$ cat src/rtl/dfa_pkg.sv
package dfa_pkg;

   typedef struct packed {
      logic       par;
      logic       flag;
      logic [3:0] dig;
   } dfa_word_t;

   typedef enum logic [2:0] {
      S_IDLE, S_RP, S_RQ, S_EX, S_R2, S_X2, S_DONE
   } dfa_state_e;

   localparam logic [1:0] OP_ADD = 2'd0;

   function automatic dfa_word_t mk_word(input logic f, input logic [3:0] d);
      dfa_word_t w;
      w.flag = f;
      w.dig  = d;
      w.par  = ~^{f, d};
      return w;
   endfunction

endpackage

$ cat src/rtl/dfa_par_chk.sv
module dfa_par_chk #(
   parameter bit ENABLE = 1'b1
) (
   input  logic [5:0] word,
   output logic       bad
);
   generate
      if (ENABLE) begin : g_on
         assign bad = ~(^word);
      end else begin : g_off
         logic unused_w;
         assign unused_w = ^word;
         assign bad = 1'b0;
      end
   endgenerate
endmodule

$ cat src/rtl/dfa_digit_alu.sv
module dfa_digit_alu (
   input  logic [3:0] a,
   input  logic [3:0] b,
   input  logic       cin,
   input  logic       comp,
   output logic [3:0] sum,
   output logic       cout
);
   logic [3:0] bx;
   logic [4:0] raw;
   logic [4:0] adj;

   always_comb begin
      bx   = comp ? (4'd9 - b) : b;
      raw  = {1'b0, a} + {1'b0, bx} + {4'd0, cin};
      adj  = raw - 5'd10;
      cout = (raw >= 5'd10);
      sum  = cout ? adj[3:0] : raw[3:0];
   end


   always_comb begin
      if (a <= 4'd9 && b <= 4'd9)
         digit_range_chk: assert (sum <= 4'd9);
   end
endmodule

$ cat src/rtl/dec_field_adder.sv
module dec_field_adder
   import dfa_pkg::*;
#(
   parameter int ADDR_W       = 8,
   parameter bit CHECK_PARITY = 1'b1
) (
   input  logic              clk,
   input  logic              rst_n,
   input  logic              start,
   input  logic [1:0]        op,
   input  logic [ADDR_W-1:0] addr_p,
   input  logic [ADDR_W-1:0] addr_q,
   output logic              busy,
   output logic              done,
   output logic              ind_high,
   output logic              ind_zero,
   output logic              ind_ovf,
   output logic              ind_chk,
   output logic [ADDR_W-1:0] mem_addr,
   output logic              mem_rd,
   output logic              mem_we,
   output logic [5:0]        mem_wdata,
   input  logic [5:0]        mem_rdata
);
   localparam logic [ADDR_W-1:0] ONE = {{(ADDR_W-1){1'b0}}, 1'b1};

   initial begin
      param_range_chk: assert (ADDR_W >= 2 && ADDR_W <= 24)
         else $error("ADDR_W out of range");
   end

   dfa_state_e        state;
   logic [ADDR_W-1:0] pa, qa, pa0;
   logic [1:0]        op_r;
   dfa_word_t         p_word;
   logic              first, q_done, eff_r, carry, sign_p, nz;

   dfa_word_t         qw;
   logic [3:0]        q_dig;
   logic              eff, op_sub, in_rc, ex_err;
   logic [3:0]        alu_a, alu_b, alu_sum;
   logic              alu_cin, alu_comp, alu_cout;
   logic              bad_p, bad_q;
   logic              zero_now, neg;

   dfa_par_chk #(.ENABLE(CHECK_PARITY)) u_chk_p (.word(p_word),   .bad(bad_p));
   dfa_par_chk #(.ENABLE(CHECK_PARITY)) u_chk_q (.word(mem_rdata), .bad(bad_q));

   dfa_digit_alu u_alu (
      .a(alu_a), .b(alu_b), .cin(alu_cin), .comp(alu_comp),
      .sum(alu_sum), .cout(alu_cout)
   );

   always_comb begin
      qw       = dfa_word_t'(mem_rdata);
      op_sub   = (op_r != OP_ADD);
      in_rc    = (state == S_X2);
      q_dig    = q_done ? 4'd0 : qw.dig;
      eff      = first ? (p_word.flag ^ qw.flag ^ op_sub) : eff_r;
      alu_a    = in_rc ? 4'd0 : p_word.dig;
      alu_b    = in_rc ? qw.dig : q_dig;
      alu_comp = in_rc | eff;
      alu_cin  = in_rc ? carry : (first ? eff : carry);
      ex_err   = bad_p | (~q_done & bad_q);
      zero_now = ~(nz | (alu_sum != 4'd0));
      neg      = eff & ~alu_cout;

      mem_addr  = pa;
      mem_rd    = 1'b0;
      mem_we    = 1'b0;
      mem_wdata = '0;
      case (state)
         S_RP: mem_rd = 1'b1;
         S_RQ: begin
            mem_addr = qa;
            mem_rd   = ~q_done;
         end
         S_EX: if (!ex_err && !op_r[1]) begin
            mem_we    = 1'b1;
            mem_wdata = mk_word(p_word.flag, alu_sum);
         end
         S_R2: mem_rd = 1'b1;
         S_X2: if (!bad_q) begin
            mem_we    = 1'b1;
            mem_wdata = mk_word(first ? ~sign_p : qw.flag, alu_sum);
         end
         default: ;
      endcase
   end

   assign busy = (state != S_IDLE);
   assign done = (state == S_DONE);

   always_ff @(posedge clk) begin
      if (!rst_n) begin
         state    <= S_IDLE;
         pa       <= '0;
         qa       <= '0;
         pa0      <= '0;
         op_r     <= '0;
         p_word   <= '0;
         first    <= 1'b0;
         q_done   <= 1'b0;
         eff_r    <= 1'b0;
         carry    <= 1'b0;
         sign_p   <= 1'b0;
         nz       <= 1'b0;
         ind_high <= 1'b0;
         ind_zero <= 1'b0;
         ind_ovf  <= 1'b0;
         ind_chk  <= 1'b0;
      end else begin
         case (state)
            S_IDLE: if (start) begin
               pa       <= addr_p;
               pa0      <= addr_p;
               qa       <= addr_q;
               op_r     <= op;
               first    <= 1'b1;
               q_done   <= 1'b0;
               nz       <= 1'b0;
               ind_high <= 1'b0;
               ind_zero <= 1'b0;
               ind_ovf  <= 1'b0;
               ind_chk  <= 1'b0;
               state    <= S_RP;
            end
            S_RP: state <= S_RQ;
            S_RQ: begin
               p_word <= dfa_word_t'(mem_rdata);
               state  <= S_EX;
            end
            S_EX: begin
               if (ex_err) begin
                  ind_chk <= 1'b1;
                  state   <= S_DONE;
               end else begin
                  carry <= alu_cout;
                  eff_r <= eff;
                  first <= 1'b0;
                  if (first) sign_p <= p_word.flag;
                  if (alu_sum != 4'd0) nz <= 1'b1;
                  if (!first && !q_done && qw.flag) q_done <= 1'b1;
                  pa <= pa - ONE;
                  qa <= qa - ONE;
                  if (!first && p_word.flag) begin
                     ind_zero <= zero_now & ~neg;
                     ind_high <= ~(zero_now & ~neg) & ~(sign_p ^ neg);
                     ind_ovf  <= ~eff & alu_cout;
                     if (neg && !op_r[1]) begin
                        pa    <= pa0;
                        carry <= 1'b1;
                        first <= 1'b1;
                        state <= S_R2;
                     end else begin
                        state <= S_DONE;
                     end
                  end else begin
                     state <= S_RP;
                  end
               end
            end
            S_R2: state <= S_X2;
            S_X2: begin
               if (bad_q) begin
                  ind_chk  <= 1'b1;
                  ind_high <= 1'b0;
                  ind_zero <= 1'b0;
                  ind_ovf  <= 1'b0;
                  state    <= S_DONE;
               end else begin
                  carry <= alu_cout;
                  first <= 1'b0;
                  pa    <= pa - ONE;
                  state <= (!first && qw.flag) ? S_DONE : S_R2;
               end
            end
            S_DONE: state <= S_IDLE;
            default: state <= S_IDLE;
         endcase
      end
   end


   cmp_no_write_chk: assert property (@(posedge clk) disable iff (!rst_n)
      (busy && op_r[1]) |-> !mem_we);


   wr_parity_chk: assert property (@(posedge clk) disable iff (!rst_n)
      mem_we |-> (^mem_wdata));


   done_pulse_chk: assert property (@(posedge clk) disable iff (!rst_n)
      done |=> !done);


   high_zero_excl_chk: assert property (@(posedge clk) disable iff (!rst_n)
      !(ind_high && ind_zero));


   chk_clears_chk: assert property (@(posedge clk) disable iff (!rst_n)
      ind_chk |-> !(ind_high || ind_zero || ind_ovf));


   chk_stops_chk: assert property (@(posedge clk) disable iff (!rst_n)
      (busy && ind_chk) |-> !mem_we);

endmodule

$ cat config.mk
export PLATFORM = sky130hd
export DESIGN_NAME = dec_field_adder
export DESIGN_NICKNAME = d
export VERILOG_FILES = /design/src/rtl/dfa_pkg.sv /design/src/rtl/dfa_par_chk.sv /design/src/rtl/dfa_digit_alu.sv /design/src/rtl/dec_field_adder.sv
export SDC_FILE = /design/constraint.sdc
export NUM_CORES = 1
export LEC_CHECK = 0
export BUFFER_PORTS_ARGS = -buffer_cell sky130_fd_sc_hd__buf_4
export CORE_MARGIN = 5
export CORE_UTILIZATION = 40
export CTS_BUF_LIST = sky130_fd_sc_hd__clkbuf_8
export CTS_CLUSTER_SIZE = 14
export DETAILED_ROUTE_END_ITERATION = 10
export GPL_ROUTABILITY_DRIVEN = 0
export GPL_TIMING_DRIVEN = 0
export SETUP_SLACK_MARGIN = 0.4
export SYNTH_ARGS = -nofsm -noshare
export SYNTH_HDL_FRONTEND = slang
export SYNTH_SLANG_ARGS = --single-unit
$ cat constraint.sdc
create_clock -name clk -period 11.2 [get_ports clk]
set_input_delay 3.36 -clock clk [delete_from_list [all_inputs] [get_ports clk]]
set_output_delay 3.36 -clock clk [all_outputs]
set_load 0.01 [all_outputs]
**After elaboration in Yosys (flattened, before gate mapping)**

Cells that the tools add are included.

- Add/sub/neg operators: 6
- Bitwise logic cells: 22
- Equal/unequal tests: 14
- Muxes and demuxes: 64
- Magnitude comparators: 1
- Reduce and logical (&&, ||, !) cells: 32

Operator list:

| operator | count |
|---|---|
| 2-to-1 mux 8 bit | 8 |
| 2-to-1 mux 1 bit | 29 |
| one-hot mux 8 bit (3 select lines) | 1 |
| 2-to-1 mux 4 bit | 5 |
| one-hot mux 3 bit (6 select lines) | 1 |
| one-hot mux 8 bit (2 select lines) | 1 |
| AND reduction 4 bit | 4 |
| subtractor 8 x 1 -> 8 bit (second input constant) | 2 |
| one-hot mux 1 bit (3 select lines) | 5 |
| inequality test 2 bit (second input constant) | 7 |
| 2-to-1 mux 6 bit | 2 |
| one-hot mux 6 bit (2 select lines) | 1 |
| XOR reduction 6 bit | 2 |
| inverter 1 bit | 11 |
| one-hot mux 1 bit (2 select lines) | 5 |
| XNOR reduction 5 bit | 2 |
| == test 3 bit (second input constant) | 3 |
| 2-to-1 mux 3 bit | 3 |
| AND reduction 3 bit | 3 |
| == test 3 x 2 -> 1 bit (second input constant) | 2 |
| logical AND 1 bit | 6 |
| 2-to-1 mux 2 bit | 3 |
| nonzero test 2 bit | 3 |
| nonzero test 3 bit | 2 |
| other kinds (16) | 28 |

- Bits of input ports: 27
- Output and inout port bits: 22
- Flip-flop bits (word level): 45

**Longest topological paths before layout**

- Word-level depth: 18
- Gate-level depth with buffers: 22

**By module**

Synthesis repeated with hierarchy kept, for this count alone.

- Cells, all modules: 414
- Area total of the unflattened synthesis: 3,185.6 um^2

By module, submodules not included:

| module | instances | seq. area each (um^2) | cells each | area each (um^2) |
|---|---|---|---|---|
| dec_field_adder | 1 | 900.9 | 371 | 2,777.7 |
| dfa_digit_alu | 1 | 0.0 | 35 | 310.3 |
| dfa_par_chk | 2 | 0.0 | 4 | 48.8 |

**Least setup slack after synthesis**

Ideal clock, no wire load.

- Kind: input-to-output
- Start: input port mem_rdata[4]
- End: output port mem_wdata[5]
- Cell stages on the path: 17
- Data required time: 7,840 ps
- Slack: 236 ps
- Arrival time: 7,604 ps
- Cell sequence: xor2_1 xnor2_1 mux2i_1 o21ai_0 a22o_1 fa_1 fa_1 xor2_1 ha_1 inv_1 a31o_2 a221o_1 a21o_1 mux2_2 ha_1 xnor2_1 mux2_2

- Cells in the longest elaborated chain, start to end: 12

Ends and longest elaborated chain:

| item | RTL line | RTL |
|---|---|---|
| from (decl) | dec_field_adder.sv:23 | `input logic [5:0] mem_rdata` |
| bitwise XOR 1 bit (2 in a row) | dec_field_adder.sv:59 | `eff = first ? (p_word.flag ^ qw.flag ^ op_sub) : eff_r;` |
| 2-to-1 mux 1 bit | dec_field_adder.sv:59 |  |
| OR 1 bit | dec_field_adder.sv:62 | `alu_comp = in_rc \| eff;` |
| 2-to-1 mux 4 bit | dfa_digit_alu.sv:14 | `bx = comp ? (4'd9 - b) : b;` |
| adder 4 x 4 -> 5 bit | dfa_digit_alu.sv:15 | `raw = {1'b0, a} + {1'b0, bx} + {4'd0, cin};` |
| adder 5 x 1 -> 5 bit | dfa_digit_alu.sv:15 |  |
| subtractor 4 bit / greater-or-equal comparator 5 x 4 -> 1 bit (equally long branches) | dfa_digit_alu.sv:16, dfa_digit_alu.sv:17 |  |
| 2-to-1 mux 4 bit | dfa_digit_alu.sv:18 | `sum = cout ? adj[3:0] : raw[3:0];` |
| XNOR reduction 5 bit | dfa_pkg.sv:19 | `w.par = ~^{f, d};` |
| 2-to-1 mux 6 bit, on equally long branches | dec_field_adder.sv:83, dec_field_adder.sv:78 |  |
| one-hot mux 6 bit (2 select lines) (*) | dec_field_adder.sv:72 | `case (state)` |
| to (decl) | dec_field_adder.sv:22 | `output logic [5:0] mem_wdata,` |

Mark *: on every way between the ends. The rest lies on a longest branch, timed or not.

**Worst setup path in the final report**

Same ends and word-level chain as after synthesis.

==> impl_metrics.ini <==
[global_routing]
grt_pass1_vias = 3061
grt_overflow_total = 0
antenna_found_initial = 0
grt_max_degree = 13
grt_pass1_wl_um = 15640
grt_usage_pct = 20.12

[cts]
ctsLongestPathBuffers = 2
cts_made_buffers = 5
clk_pin_slew_ns = 0.08
tritoncts = yes
clock_sinks = 45
clock_tree.root_cell = clkbuf_8
clock_latency_ns = 0.30
htree_levels = 2
hold_buffers = 0

[sta]
post-route-min-period_ns = 10.85
slew_headroom_pct = 56.39
rsz0062_at_grt = yes
tightestPinTransition_ns = 0.6517
setup_ws_ns = 0.3459
finalMaxSlewViolations = 0
finalSetupViolations = 0
fin_crit_sh_pct = 96.91
worst_clock_skew_ns = 0.004916
max_freq_mhz = 92.13
setup_tns_ns = 0
hold_violations = 0

[synth]
netlist_area_um2 = 3078
syn-instance-count = 405
ys_types = 54
avgSynthCellArea_um2 = 7.600
seq_area_frac_synth_pct = 29.27
yosys_most_used_dff = dfxtp_1
synth_edf_count = 0
async_reset_ff_share_pct = 0
synth.net_count = 443
ys_seq_elements = 45
ys_warn_count = 0

[setup_path]
critPathLaunchType = input port
r2r.worst_path.cells = 20
critical_path_class = in2out
slowest_stage = fa_2
cp_data_arrival_time_ns = 7.49
cp_data_required_time_ns = 7.84
crit_fanout = 3
critPathMaxStageDelay_ns = 0.39
endpoint_kind = output port
cp_cell_sequence = buf_8 > xor2_2 > xnor2_2 > mux2i_2 > o21ai_2 > a22o_1 > fa_2 > fa_2 > xor2_4 > ha_4 > inv_2 > a31o_4 > a221o_1 > a21o_1 > mux2_4 > ha_4 > xnor2_4 > mux2_4 > buf_6

[place]
place_inst = 554
port_buffers = 47
hpwl_um = 7153
pre_cts_ws_ns = -0.3216

[status]
outcome = completed

[route]
wl_um = 9646
dr_total_vias = 3205
drt_iter0_markers = 158
drt-pass1-iter-count = 5
ant_nets = 0
wl_per_cell_um = 16.80
drc_errors = 0
via_per_inst = 5.584

[power_and_ir_drop]
power_density_nw_per_um2 = 147.2
report.power.total_w = 0.0005752
p_leak_nw = 1.570
irDropWorstVdd_v = 0.00007455

[final_layout]
layout_commonest_cell = nand2_1
synthToLayoutAreaGrowth_pct = 26.91
fin_cells = 574
insertedDiodeCount = 0
nets = 510
drive_gt1_share_pct = 20.13
post-route-util_pct = 51.35
final_cell_mix = nand2_1, buf_4, dfxtp_1

[floorplanning]
std_cell_rows = 32
die_w_um = 97.72
die_area_um2 = 9549
die_y_um = 97.72
initial_core_util_pct = 40.46
ios = 49
design.core.area_um2 = 7607

[worst_hold_path]
hold_class = reg2reg
hold_depth = 2

[flow_run]
maxCapViolations = 0
==> cell families (layout without fill, tap and decap cells) <==
kind of cell | after synthesis | after routing | synth area share [%]
compound gates | 118 | 118 | 27.11
buf+inv | 37 | 104 | 4.715
mux | 9 | 9 | 3.089
xor+xnor | 19 | 19 | 6.341
fa+ha+maj | 11 | 11 | 4.959
flops | 45 | 45 | 29.27
simple gates | 166 | 166 | 24.51
==> worst max-delay path: cells and delay by family <==
family / cells / cell delay (ns)
multiplexers: 3 / 0.89
AO/OA/AOI/OAI: 5 / 1.12
adder cells (fa/ha/maj): 4 / 1.23
buffers and inverters: 3 / 0.26
XOR/XNOR: 4 / 0.62
==> synthesized netlist by cell type, types with 6 or more instances <==
| cell | instances | area share (%) |
|---|---|---|
| a21boi_0 | 20 | 4.9 |
| a21oi_1 | 12 | 2.0 |
| a221oi_1 | 6 | 1.7 |
| a31oi_1 | 8 | 1.6 |
| and2_1 | 6 | 1.2 |
| clkbuf_1 | 18 | 2.2 |
| dfxtp_1 | 45 | 29 |
| ha_1 | 9 | 3.7 |
| inv_1 | 15 | 1.8 |
| nand2_1 | 81 | 9.9 |
| nand3_1 | 10 | 1.6 |
| nor2_1 | 25 | 3.0 |
| nor2b_1 | 9 | 1.8 |
| nor3_1 | 11 | 1.8 |
| o211ai_1 | 7 | 1.7 |
| o21ai_0 | 28 | 4.6 |
| or3_1 | 6 | 1.2 |
| xnor2_1 | 13 | 3.7 |
==> power by group <==
| part | internal (W) | leakage [nW] | total (W) | switching (W) |
|---|---|---|---|---|
| clock | 0.0000482 | 0.0485 | 0.000104 | 0.0000557 |
| combinational | 0.000138 | 1.15 | 0.000281 | 0.000143 |
| sequential | 0.000174 | 0.368 | 0.000190 | 0.0000154 |
| total | 0.000361 | 1.57 | 0.000575 | 0.000214 |
==> metal layers <==
metal,track usage [%],up-vias,wire (µm)
met2,34.53,99,4645
met1,26.61,1512,4336
met5,0,-,0
met4,4.686,0,149
li1,-,1580,-
met3,3.087,14,513
==> state kept, by name, summed over array words and instances, names as in the netlist <==
signal	flops
pa	8
p_word	6
sign_p	1
ind_high	1
carry	1
op_r	2
pa0	8
eff_r	1
ind_zero	1
ind_ovf	1
first	1
q_done	1
qa	8
state	3
ind_chk	1
nz	1
==> path summary, 6_finish.rpt <==
path	slack, ns	to	from
hold reg to reg	0.47	ind_ovf$_SDFFE_PN0P_	ind_ovf$_SDFFE_PN0P_
setup / recovery	0.35	mem_wdata[5]	mem_rdata[4]
setup reg to reg	6.41	ind_high$_SDFFE_PN0P_	state[0]$_SDFFE_PN0N_
hold / removal	0.47	ind_ovf$_SDFFE_PN0P_	ind_ovf$_SDFFE_PN0P_
==> what timing repair did <==
action / CTS / global route
pin swaps: 11 / 9
endpoints found under the setup margin: 1 / 1
gates resized for setup: 19 / 3
buffers inserted: 12 / 1
==> metrics by stage <==
step           hold WS [ns]  area [µm²]
5_1_grt              0.4910        3906
6_report             0.4657        3906
4_1_cts              0.4693        3876
3_5_place_dp         0.4579        3575
2_1_floorplan        0.4356        3094
3_3_place_gp         0.4423        3575
==> area by class of cell <==
| type | count | area [µm²] |
|---|---|---|
| Timing Repair Buffer | 60 | 465.4 |
| Buffer | 22 | 88.84 |
| Inverter | 15 | 56.30 |
| Tap cell | 102 | 127.6 |
| Clock inverter | 1 | 3.754 |
| Sequential cell | 45 | 900.9 |
| Multi-Input combinational cell | 323 | 2181 |
| Clock buffer | 6 | 82.58 |
| Fill cell | 774 | 3701 |
Note: power is estimated with default switching activity, not from simulation.
